`src/rtl/f2i_pkg.sv`:
```
package f2i_pkg;

  typedef enum logic [2:0] {
    RM_RNE = 3'b000,
    RM_RTZ = 3'b001,
    RM_RDN = 3'b010,
    RM_RUP = 3'b011,
    RM_RMM = 3'b100
  } rnd_mode_e;

  // Classification and rounding bits of a decoded operand
  typedef struct packed {
    logic sign;
    logic is_nan;
    logic is_inf;
    logic of_pre;   // magnitude already too big before rounding
    logic guard;
    logic sticky;
  } fp_info_t;

endpackage

```
`src/rtl/f2i_decode.sv`:
```
module f2i_decode
  import f2i_pkg::*;
#(
  parameter int EXP_W = 11,
  parameter int MAN_W = 52,
  parameter int INT_W = 32
) (
  input  logic [EXP_W+MAN_W:0] op,
  output fp_info_t             info,
  output logic [INT_W:0]       mag
);
  localparam int BIAS  = (1 << (EXP_W - 1)) - 1;
  localparam int SIG_W = MAN_W + 1;
  localparam int SH_W  = $clog2(INT_W + 1);

  logic [EXP_W-1:0]       exp_f;
  logic [MAN_W-1:0]       man_f;
  logic                   exp_max, exp_zero, man_nz;
  int                     ue;
  logic [SH_W-1:0]        sh;
  logic [INT_W+SIG_W-1:0] xs;

  assign exp_f    = op[MAN_W +: EXP_W];
  assign man_f    = op[MAN_W-1:0];
  assign exp_max  = &exp_f;
  assign exp_zero = ~|exp_f;
  assign man_nz   = |man_f;

  always_comb begin
    info      = '0;
    info.sign = op[EXP_W+MAN_W];
    mag       = '0;
    sh        = '0;
    xs        = '0;
    ue        = int'(exp_f) - BIAS;
    if (exp_max) begin
      info.is_nan = man_nz;
      info.is_inf = ~man_nz;
    end else if (exp_zero) begin
      info.sticky = man_nz;            // subnormal: below one half
    end else if (ue > INT_W) begin
      info.of_pre = 1'b1;
    end else if (ue < -1) begin
      info.sticky = 1'b1;
    end else if (ue == -1) begin
      info.guard  = 1'b1;
      info.sticky = man_nz;
    end else begin
      // left-align the significand so the integer part sits above MAN_W
      sh          = SH_W'(ue);
      xs          = {{INT_W{1'b0}}, 1'b1, man_f} << sh;
      mag         = xs[MAN_W +: INT_W+1];
      info.guard  = xs[MAN_W-1];
      info.sticky = |xs[MAN_W-2:0];
    end
  end

endmodule

```
`src/rtl/f2i_round.sv`:
```
module f2i_round
  import f2i_pkg::*;
#(
  parameter int INT_W = 32
) (
  input  logic [INT_W:0]   mag,
  input  logic             sign,
  input  logic             guard,
  input  logic             sticky,
  input  logic [2:0]       rm,
  output logic [INT_W+1:0] mag_r
);
  logic up;

  always_comb begin
    case (rnd_mode_e'(rm))
      RM_RTZ:  up = 1'b0;
      RM_RDN:  up = sign & (guard | sticky);
      RM_RUP:  up = ~sign & (guard | sticky);
      RM_RMM:  up = guard;
      default: up = guard & (sticky | mag[0]);  // ties to even, also reserved codes
    endcase
    mag_r = {1'b0, mag} + {{(INT_W+1){1'b0}}, up};
  end

endmodule

```
`src/rtl/f2i_select.sv`:
```
module f2i_select
  import f2i_pkg::*;
#(
  parameter int INT_W = 32
) (
  input  fp_info_t         info,
  input  logic [INT_W+1:0] mag_r,
  input  logic             boxed,
  input  logic             is_uns,
  output logic [INT_W-1:0] res,
  output logic             invalid,
  output logic             inexact
);
  localparam logic [INT_W+1:0] LIM_POS_S = {3'b000, {(INT_W-1){1'b1}}};
  localparam logic [INT_W+1:0] LIM_NEG_S = {2'b00, 1'b1, {(INT_W-1){1'b0}}};
  localparam logic [INT_W+1:0] LIM_U     = {2'b00, {INT_W{1'b1}}};
  localparam logic [INT_W-1:0] SAT_MAX_S = {1'b0, {(INT_W-1){1'b1}}};
  localparam logic [INT_W-1:0] SAT_MIN_S = {1'b1, {(INT_W-1){1'b0}}};

  logic             nan_like, range_bad, special;
  logic [INT_W-1:0] sat, mag_t, rounded;

  always_comb begin
    nan_like = info.is_nan | ~boxed;
    // range is judged on the rounded magnitude, so -2^31 stays legal
    if (is_uns) range_bad = info.sign ? (mag_r != '0) : (mag_r > LIM_U);
    else        range_bad = info.sign ? (mag_r > LIM_NEG_S) : (mag_r > LIM_POS_S);
    special = nan_like | info.is_inf | info.of_pre | range_bad;

    if (is_uns) sat = (nan_like | ~info.sign) ? '1 : '0;
    else        sat = (nan_like | ~info.sign) ? SAT_MAX_S : SAT_MIN_S;

    mag_t   = mag_r[INT_W-1:0];
    rounded = (info.sign & ~is_uns) ? (~mag_t + INT_W'(1)) : mag_t;

    res     = special ? sat : rounded;
    invalid = special;
    inexact = ~special & (info.guard | info.sticky);
  end

endmodule

```
`src/rtl/f2i_cvt_unit.sv`:
```
module f2i_cvt_unit
  import f2i_pkg::*;
#(
  parameter int EXP_W = 11,
  parameter int MAN_W = 52,
  parameter int INT_W = 32
) (
  input  logic                   clk,
  input  logic                   rst_n,
  input  logic                   in_valid,
  output logic                   in_ready,
  input  logic [EXP_W+MAN_W:0]   in_operand,
  input  logic                   in_boxed,
  input  logic [2:0]             in_rm,
  input  logic                   in_unsigned,
  output logic                   out_valid,
  input  logic                   out_ready,
  output logic [INT_W-1:0]       out_result,
  output logic                   out_invalid,
  output logic                   out_inexact
);
  localparam logic [INT_W-1:0] SAT_MAX_S = {1'b0, {(INT_W-1){1'b1}}};
  localparam logic [INT_W-1:0] SAT_MIN_S = {1'b1, {(INT_W-1){1'b0}}};

  fp_info_t         info;
  logic [INT_W:0]   mag;
  logic [INT_W+1:0] mag_r;
  logic [INT_W-1:0] c_res;
  logic             c_inv, c_inx;

  f2i_decode #(.EXP_W(EXP_W), .MAN_W(MAN_W), .INT_W(INT_W)) u_dec (
    .op(in_operand), .info(info), .mag(mag)
  );

  f2i_round #(.INT_W(INT_W)) u_rnd (
    .mag(mag), .sign(info.sign), .guard(info.guard), .sticky(info.sticky),
    .rm(in_rm), .mag_r(mag_r)
  );

  f2i_select #(.INT_W(INT_W)) u_sel (
    .info(info), .mag_r(mag_r), .boxed(in_boxed), .is_uns(in_unsigned),
    .res(c_res), .invalid(c_inv), .inexact(c_inx)
  );

  assign in_ready = ~out_valid | out_ready;

  always_ff @(posedge clk or negedge rst_n) begin
    if (!rst_n) begin
      out_valid   <= 1'b0;
      out_result  <= '0;
      out_invalid <= 1'b0;
      out_inexact <= 1'b0;
    end else begin
      if (in_ready) out_valid <= in_valid;
      if (in_valid && in_ready) begin
        out_result  <= c_res;
        out_invalid <= c_inv;
        out_inexact <= c_inx;
      end
    end
  end


  hold_stall_chk: assert property (@(posedge clk) disable iff (!rst_n)
    out_valid && !out_ready |=> out_valid && $stable(out_result) &&
                                $stable(out_invalid) && $stable(out_inexact));


  accept_fire_chk: assert property (@(posedge clk) disable iff (!rst_n)
    in_valid && in_ready |=> out_valid);


  flag_excl_chk: assert property (@(posedge clk) disable iff (!rst_n)
    out_valid |-> !(out_invalid && out_inexact));


  sat_code_chk: assert property (@(posedge clk) disable iff (!rst_n)
    out_valid && out_invalid |-> (out_result == SAT_MAX_S) || (out_result == SAT_MIN_S) ||
                                 (out_result == '1) || (out_result == '0));


  idle_ready_chk: assert property (@(posedge clk) disable iff (!rst_n)
    !out_valid |-> in_ready);

endmodule

```
`config.mk`:
```
export PLATFORM = sky130hd
export DESIGN_NAME = f2i_cvt_unit
export DESIGN_NICKNAME = d
export VERILOG_FILES = /design/src/rtl/f2i_pkg.sv /design/src/rtl/f2i_decode.sv /design/src/rtl/f2i_round.sv /design/src/rtl/f2i_select.sv /design/src/rtl/f2i_cvt_unit.sv
export SDC_FILE = /design/constraint.sdc
export NUM_CORES = 1
export LEC_CHECK = 0
export ABC_AREA = 1
export BUFFER_PORTS_ARGS = -buffer_cell sky130_fd_sc_hd__buf_2
export CAP_MARGIN = 20
export CORE_ASPECT_RATIO = 0.75
export CORE_MARGIN = 4
export CORE_UTILIZATION = 55
export DETAILED_ROUTE_END_ITERATION = 6
export MAX_ROUTING_LAYER = met4
export PLACE_DENSITY = 0.87
export RECOVER_POWER = 100
export SYNTH_ARGS = -nofsm -noshare
export SYNTH_HDL_FRONTEND = slang
export SYNTH_SLANG_ARGS = --single-unit
```
`constraint.sdc`:
```
create_clock -name clk -period 1.4 [get_ports clk]
set_input_delay 0.28 -clock clk [delete_from_list [all_inputs] [get_ports clk]]
set_output_delay 0.28 -clock clk [all_outputs]
set_load 0.1 [all_outputs]
```
==> results of run 1 <==
## routing by layer
layer  overflow  GRT usage (%)
met1         28           91.0
met2        218            101
met3         49           83.2
met4         98           88.3
met5          -              -
## Yosys cell counts, drive strengths merged (2+ instances only)
library cell / instances / area share, %
ha: 8 / 1.1
buf: 51 / 3.4
o21ai: 30 / 1.8
nor3b: 2 / 0.23
nor4: 16 / 1.1
nor2: 179 / 8.6
nand4: 44 / 3.1
clkbuf: 28 / 1.2
a22oi: 3 / 0.26
nand3: 526 / 31
nand2: 578 / 25
nor3: 11 / 0.68
xor2: 23 / 2.5
clkinv: 2 / 0.086
o41ai: 2 / 0.20
xnor2: 10 / 1.0
a21oi: 28 / 1.6
nand3b: 9 / 0.77
inv: 136 / 5.8
dfrtp: 35 / 10
## what timing repair did
item,in CTS
hold endpoints to repair,9
hold buffers,1
pin swaps,72
gates resized for setup,248
setup buffers,68
setup endpoints to repair,36
gates cloned,11
## per-stage QoR
step | setup TNS, ns | hold slack [ns] | cell area [um^2] | setup WS [ns] | std cells
floorplan | -115.45 | -0.0156 | 9300 | -3.45 | 1731
global placement | -146.02 | 0.148 | 12800 | -4.32 | 2364
detailed placement | -168.03 | 0.155 | 12800 | -5.00 | 2364
CTS | -134.78 | 0.387 | 14700 | -4.02 | 2450
## kinds of logic after synthesis
family                   synth area share [%]
buffers and inverters                    10.5
adder cells (fa/ha/maj)                  1.14
XOR/XNOR                                 3.46
AND/OR/NAND/NOR                          70.4
AO/OA/AOI/OAI                            4.48
flip-flops                               9.98
==> results_dict.tcl, run 1 <==
set metrics [dict create \
    status "stopped before the end" \
    lastStage "global routing" \
    run.stop_error "[ERROR GRT-0116] Global routing finished with congestion. Check the congestion regions in the DRC Viewer." \
    clock-sinks 35 \
    ys.flop_type "dfrtp_1" \
    place_congestion 1.27 \
    die_w_um 154 \
    clockRootBuffer "clkbuf_16" \
    portBuffers 108 \
    ys_ff_latch 35 \
    start_util_pct 56.9 \
    synth_nets 1812 \
    first_global_vias 21500 \
    htree_num_levels 2 \
    syn_area_mm2 0.00878 \
    yosys_warnings 0 \
    die_height_um 117 \
    syn_avg_cell_area_um2 5.07 \
    cts_buffers 5 \
    async_reset_ff_share_pct 100 \
    clockBufferDepth 2 \
    dpl.hpwl_mm 35.3 \
    synth_edf_count 0 \
    grt_pass1_wl_mm 129 \
    grtUsageTotal_pct 91.7 \
    ys_seq_area_share_pct 9.98 \
    synthesis.instances 1731 \
    gr-total-overflow 393 \
    rows 39 \
    grt_max_degree 56 \
    io_pins 109 \
    synth_cell_types 46 \
]
==> inputs of run 2 (changes only) <==
--- a/config.mk
+++ b/config.mk
@@ -8,12 +8,10 @@
 export ABC_AREA = 1
 export BUFFER_PORTS_ARGS = -buffer_cell sky130_fd_sc_hd__buf_2
 export CAP_MARGIN = 20
-export CORE_ASPECT_RATIO = 0.75
 export CORE_MARGIN = 4
-export CORE_UTILIZATION = 55
+export CORE_UTILIZATION = 40
 export DETAILED_ROUTE_END_ITERATION = 6
-export MAX_ROUTING_LAYER = met4
-export PLACE_DENSITY = 0.87
+export PLACE_DENSITY_LB_ADDON = 0.15
 export RECOVER_POWER = 100
 export SYNTH_ARGS = -nofsm -noshare
 export SYNTH_HDL_FRONTEND = slang
==> constraint.sdc (replaced) <==
create_clock -name clk -period 1.82 [get_ports clk]
set_input_delay 0.364 -clock clk [delete_from_list [all_inputs] [get_ports clk]]
set_output_delay 0.364 -clock clk [all_outputs]
set_load 0.1 [all_outputs]
==> run 2 against run 1 <==
The flow now finishes, with violations (design-rule violations, negative setup slack). Synthesized area unchanged. Synthesized cell count unchanged.
==> results_dict.tcl, run 2 <==
set metrics [dict create \
    synth_nets 1812 \
    min-delay-path-class "primary input to async pin" \
    largest_reg_flops 32 \
    die_height_um 156 \
    fillCellCount 1731 \
    slew-limit-headroom_pct 42.4 \
    portBuffers 108 \
    clock-sinks 35 \
    place_congestion 1.11 \
    synthTopCellsByArea "nand3_1, nand2_1, dfrtp_1" \
    async_reset_ff_share_pct 100 \
    clockBufferDepth 2 \
    grt_max_degree 50 \
    hold_slack_ns 0.184 \
    grt_pass1_wl_mm 66.5 \
    rsz0062_at_grt "yes" \
    setup_slack_ns -3.75 \
    crit_path_top_delay_cell "o41ai_4" \
    antenna_found_initial 0 \
    yosysTopAreaCell "nand3_1" \
    dp_cells 2457 \
    critical_path_class "primary input to register" \
    io_pins 109 \
    cts_buffers 5 \
    syn_area_mm2 0.00878 \
    synth_edf_count 0 \
    grtUsageTotal_pct 33.1 \
    final_cell_mix "nand2_1, buf_4, nand3_1" \
    worst_slew_pin_slew_ns 0.864 \
    gr-total-overflow 0 \
    regMostFlops "out_result" \
    layout.cells.non_filler 2545 \
    routedWlPerCell_um 17.9 \
    worstPathRequired_ns 1.99 \
    synthesis.instances 1731 \
    hold_viol_final 0 \
    dr_total_vias 14700 \
    end_kind "register" \
    setup-tns-final_ns -124.55 \
    design_area_mm2 0.0154 \
    cts_hold_buf 0 \
    yosys_warnings 0 \
    drc 6 \
    irDropWorstVdd_mv 0.492 \
    syn_to_final_growth_pct 75.3 \
    final_max_slew_viol_count 0 \
    setup_viol 34 \
    violations "design-rule violations, negative setup slack" \
    clk_pin_slew_worst_paths_ns 0.05 \
    drt_pre_antenna_iters 7 \
    startpoint_type "primary input" \
    fin_nets 2350 \
    dpl.hpwl_mm 32.9 \
    first_global_vias 13100 \
    syn_avg_cell_area_um2 5.07 \
    die-area_mm2 0.0244 \
    dr.first_iter.drc_count 1800 \
    htree_num_levels 2 \
    start_util_pct 41.2 \
    synth_commonest_cells "nand2_1, nand3_1, nor2_1" \
    vias_per_cell 5.77 \
    period_share_pct 306 \
    ys.flop_type "dfrtp_1" \
    p_leak_nw 7.90 \
    place_area_mm2 0.0130 \
    final_common_cell "nand2_1" \
    die_w_um 156 \
    clockRootBuffer "clkbuf_16" \
    synth.most_common_cell "nand2_1" \
    cp.arrival_ns 5.74 \
    synth_cell_types 46 \
    coreArea_mm2 0.0213 \
    wl_mm 45.5 \
    num_antenna_cells 0 \
    drive_above_1_share_pct 43.9 \
    insertion_delay_ns 0.28 \
    synth_top_area_share_pct 29.4 \
    cts_tree "built" \
    ys_ff_latch 35 \
    worst_clock_skew_ns 0.000755 \
    max-cap-violations 0 \
    cpMostUsedCell "buf_4" \
    ant_nets 0 \
    ys_seq_area_share_pct 9.98 \
    post-route-min-period_ns 5.57 \
    p_per_area_mw_per_mm2 501 \
    slowest_delay_ns 0.43 \
    fmax_mhz 179 \
    rows 53 \
    cp_max_fo 7 \
    status "finished with violations" \
]
## run 2: cells by family after synthesis
group | after synthesis | share of synthesized area, %
buffers and inverters | 217 | 10.5
DFF | 35 | 9.98
and+or+nand+nor | 1368 | 70.4
xor gates and xnor gates | 33 | 3.46
adders and majority gates | 8 | 1.14
AOI/OAI and AO/OA | 70 | 4.48
## run 2: repair_timing
action                     4_1_cts  5_1_grt
pin swaps                       40       81
setup endpoints to repair       34       34
setup buffers                   44       23
gates resized for setup        129      199
cloned                           8        6
## run 2: through the flow
stage	util (%)	total power [mW]	worst slack, ns
after floorplan	-	3.93	-3.11
after global placement	60.9	5.69	-3.87
after detailed placement	60.9	5.72	-4.11
after CTS	66.8	7.03	-3.38
after global routing	72.3	8.04	-4.03
final	72.3	7.71	-3.75
## run 2: per-layer routing
metal	global-route usage (%)	wire length (um)
met5	0	0
met3	2.58	4580
met4	12.3	2400
met1	45.0	18000
met2	54.9	20500
## run 2: final timing paths
path | startpoint | endpoint | slack (ns) | cells past startpoint
min in group clk | out_ready | out_valid$_DFFE_PN0N_ | 0.35 | 4
worst min register to register | out_result[15]$_DFFE_PN0P_ | out_result[15]$_DFFE_PN0P_ | 0.48 | 2
worst max register to register | out_valid$_DFFE_PN0N_ | out_result[1]$_DFFE_PN0P_ | 0.27 | 6
worst max-delay path | in_operand[52] | out_inexact$_DFFE_PN0P_ | -3.75 | 40
worst min-delay path | rst_n | out_result[9]$_DFFE_PN0P_ | 0.18 | 1
max in group asynchronous | rst_n | out_valid$_DFFE_PN0N_ | 1.04 | 1
## run 2: report_power, final
group	leakage [nW]	internal, mW	switching, mW
Clock	0.0679	0.506	0.322
Combinational	7.41	2.19	3.71
Sequential	0.417	0.907	0.0752
Total	7.90	3.60	4.11
## run 2: area by class of cell
cell class | instances | area, um^2 | share of cell area, %
clock inverter | 1 | 5.00 | 0.0325
clock buffer | 7 | 133 | 0.862
multi-input combinational | 1481 | 8610 | 55.9
timing repair buffer | 608 | 4870 | 31.7
sequential | 35 | 877 | 5.70
tap | 275 | 344 | 2.24
inverter | 138 | 554 | 3.60
## run 2: worst max-delay path, delay by kind of cell
| family | cells | cell delay (ns) |
|---|---|---|
| AO/OA/AOI/OAI | 3 | 0.65 |
| adder cells (fa/ha/maj) | 1 | 0.39 |
| buffers and inverters | 26 | 3.11 |
| AND/OR/NAND/NOR | 10 | 1.20 |
(Power assumes the default switching activity.)
==> inputs of run 3 (changes only) <==
--- a/config.mk
+++ b/config.mk
@@ -8,7 +8,6 @@
 export ABC_AREA = 1
 export BUFFER_PORTS_ARGS = -buffer_cell sky130_fd_sc_hd__buf_2
 export CAP_MARGIN = 20
-export CORE_MARGIN = 4
 export CORE_UTILIZATION = 40
 export DETAILED_ROUTE_END_ITERATION = 6
 export PLACE_DENSITY_LB_ADDON = 0.15
==> constraint.sdc (replaced) <==
create_clock -name clk -period 5.9 [get_ports clk]
set_input_delay 1.18 -clock clk [delete_from_list [all_inputs] [get_ports clk]]
set_output_delay 1.18 -clock clk [all_outputs]
set_load 0.1 [all_outputs]
==> run 3 against run 2 <==
The flow finishes with violations (design-rule violations, max-capacitance violations, max-slew violations, negative setup slack). Critical path depth unchanged. Largest power group unchanged. Hold slack improved by 0.29 ns. Total power decreased by 68%. Sequential power decreased by 70%.
==> results_dict.tcl, run 3 (synthesized netlist as in run 2, its figures left out) <==
set metrics [dict create \
    status "finished with violations" \
    violations "design-rule violations, max-capacitance violations, max-slew violations, negative setup slack" \
    worstPathRequired_ns 6.07 \
    clock-sinks 35 \
    place_congestion 1.06 \
    p_leak_nw 7.44 \
    seqPwrFrac_pct 12.2 \
    irDropWorstVdd_mv 0.143 \
    ff2ff_setup_slack_ns 3.63 \
    hold_viol_final 0 \
    dr.first_iter.drc_count 1920 \
    fin_nets 2225 \
    hold_path_end "out_result[6]$_DFFE_PN0P_" \
    insertion_delay_ns 0.28 \
    num_antenna_cells 0 \
    crit_buf_inv 26 \
    min-delay-path-class "register to register" \
    comb_power_share_pct 75.4 \
    drc 32 \
    syn_to_final_growth_pct 71.2 \
    cp_max_fo 7 \
    die_height_um 150 \
    finalPower_mw 2.45 \
    grt_max_degree 53 \
    drive_above_1_share_pct 42.2 \
    crit_path_top_delay_cell "o41ai_4" \
    worstReg2RegStart "out_valid$_DFFE_PN0N_" \
    final_common_cell "nand2_1" \
    switching_share_pct 53.9 \
    coreArea_mm2 0.0213 \
    final_max_slew_viol_count 36 \
    wl_mm 48.0 \
    p_per_area_mw_per_mm2 163 \
    setup_slack_ns -0.462 \
    final_cell_mix "nand2_1, buf_4, nand3_1" \
    max-cap-violations 1 \
    dp_slack_ns -0.779 \
    crit_family "buffers and inverters" \
    min_from "out_result[6]$_DFFE_PN0P_" \
    die-area_mm2 0.0225 \
    routedWlPerCell_um 19.8 \
    portBuffers 108 \
    fillCellCount 1783 \
    clockRootBuffer "clkbuf_16" \
    clockBufferDepth 2 \
    slew-limit-headroom_pct -19.2 \
    fin_util_pct 70.6 \
    die_w_um 150 \
    cp.arrival_ns 6.53 \
    fmax_mhz 157 \
    critical_path_class "primary input to register" \
    slowest_delay_ns 0.34 \
    hold_slack_ns 0.471 \
    rows 53 \
    clk_pin_slew_worst_paths_ns 0.05 \
    hold_path_depth 2 \
    ant_nets 0 \
    cpMostUsedCell "buf_4" \
    grt_pass1_wl_mm 62.5 \
    rsz0062_at_grt "yes" \
    p_int_mw 1.13 \
    startpoint_type "primary input" \
    antenna_found_initial 1 \
    setup_viol 34 \
    start_util_pct 41.2 \
    io_pins 109 \
    power.net_switching_mw 1.32 \
    period_share_pct 108 \
    drt_pre_antenna_iters 7 \
    cts_tree "built" \
    htree_num_levels 2 \
    grtUsageTotal_pct 35.2 \
    regMostFlops "out_result" \
    vias_per_cell 6.03 \
    gr-total-overflow 0 \
    r2r_end "out_result[22]$_DFFE_PN0P_" \
    largest_reg_flops 32 \
    p_clk_share_pct 12.4 \
    post-route-min-period_ns 6.36 \
    first_global_vias 12100 \
    dpl.hpwl_mm 31.5 \
    dr_total_vias 14600 \
    cts_buffers 5 \
    worst_slew_pin_slew_ns 1.79 \
    worst_clock_skew_ns 0.00473 \
    r2r_cells 7 \
    end_kind "register" \
]
## run 3: cell count changes in the layout (fill, tap and decap cells not counted), moves of 6 or more
cell and change:
nand3_1 -41, nor2_2 -8, buf_6 +8, clkbuf_16 +10, nor2_4 +6, nand3_4 +31
nand3_2 +10, clkbuf_2 -38, buf_2 +36, buf_4 -137
## run 3: worst max-delay path by stage
| stage | from | endpoint | slack [ns] | cells after the start |
|---|---|---|---|---|
| after floorplan | in_operand[52] | out_result[10]$_DFFE_PN0P_ | 0.03 | 40 |
| after global placement | in_operand[52] | out_result[18]$_DFFE_PN0P_ | -0.60 | 42 |
| after detailed placement | in_operand[52] | out_result[5]$_DFFE_PN0P_ | -0.78 | 42 |
| after CTS | in_operand[52] | out_result[21]$_DFFE_PN0P_ | -0.18 | 39 |
| after global routing | in_operand[53] | out_result[19]$_DFFE_PN0P_ | -0.69 | 41 |
| final | in_operand[53] | out_inexact$_DFFE_PN0P_ | -0.46 | 40 |
## run 3: final cells by class
| type | count | area [um^2] | area share (%) |
|---|---|---|---|
| Multi-Input combinational cell | 1481 | 9070 | 60.4 |
| Timing Repair Buffer | 483 | 4010 | 26.7 |
| Sequential cell | 35 | 876 | 5.83 |
| Inverter | 138 | 554 | 3.69 |
| Tap cell | 275 | 344 | 2.29 |
| Clock buffer | 6 | 139 | 0.924 |
| Clock inverter | 2 | 35.0 | 0.233 |
## run 3: repair_timing
item	in CTS	in global routing
endpoints found under the setup margin	34	34
pin swaps	15	102
hold buffers	0	0
resized for setup	107	372
gates cloned	7	17
setup buffers	29	24
## run 3: layer usage
layer	wire (um)	up-vias	global-route usage, %	part of all wire (%)
met5	17	-	0	0.035
met4	3260	2	11.1	6.8
met3	5440	329	2.48	11
met2	20700	984	58.6	43
met1	18600	6645	48.2	39
li1	-	6640	-	-
## run 3: per-stage QoR
step	instances	setup TNS, ns	cell area [um^2]
after floorplan	1731	0	8900
after global routing	2420	-22.11	15000
after detailed placement	2338	-24.30	11700
after global placement	2338	-18.80	11700
after CTS	2382	-5.00	12800
final	2420	-12.38	15000
## run 3: worst min-delay path: cells and delay by family (launching register included)
kind	cells	cell delay, ns
and+or+nand+nor	2	0.10
DFF	1	0.34
## run 3: power groups by stage
| stage | logic (mW) | clock network (mW) | registers [mW] |
|---|---|---|---|
| 3_3_place_gp | 1.36 | 0 | 0.302 |
| 2_1_floorplan | 0.580 | 0 | 0.593 |
| 4_1_cts | 1.48 | 0.310 | 0.299 |
| 5_1_grt | 1.93 | 0.321 | 0.305 |
| 3_5_place_dp | 1.36 | 0 | 0.303 |
| 6_report | 1.85 | 0.304 | 0.299 |
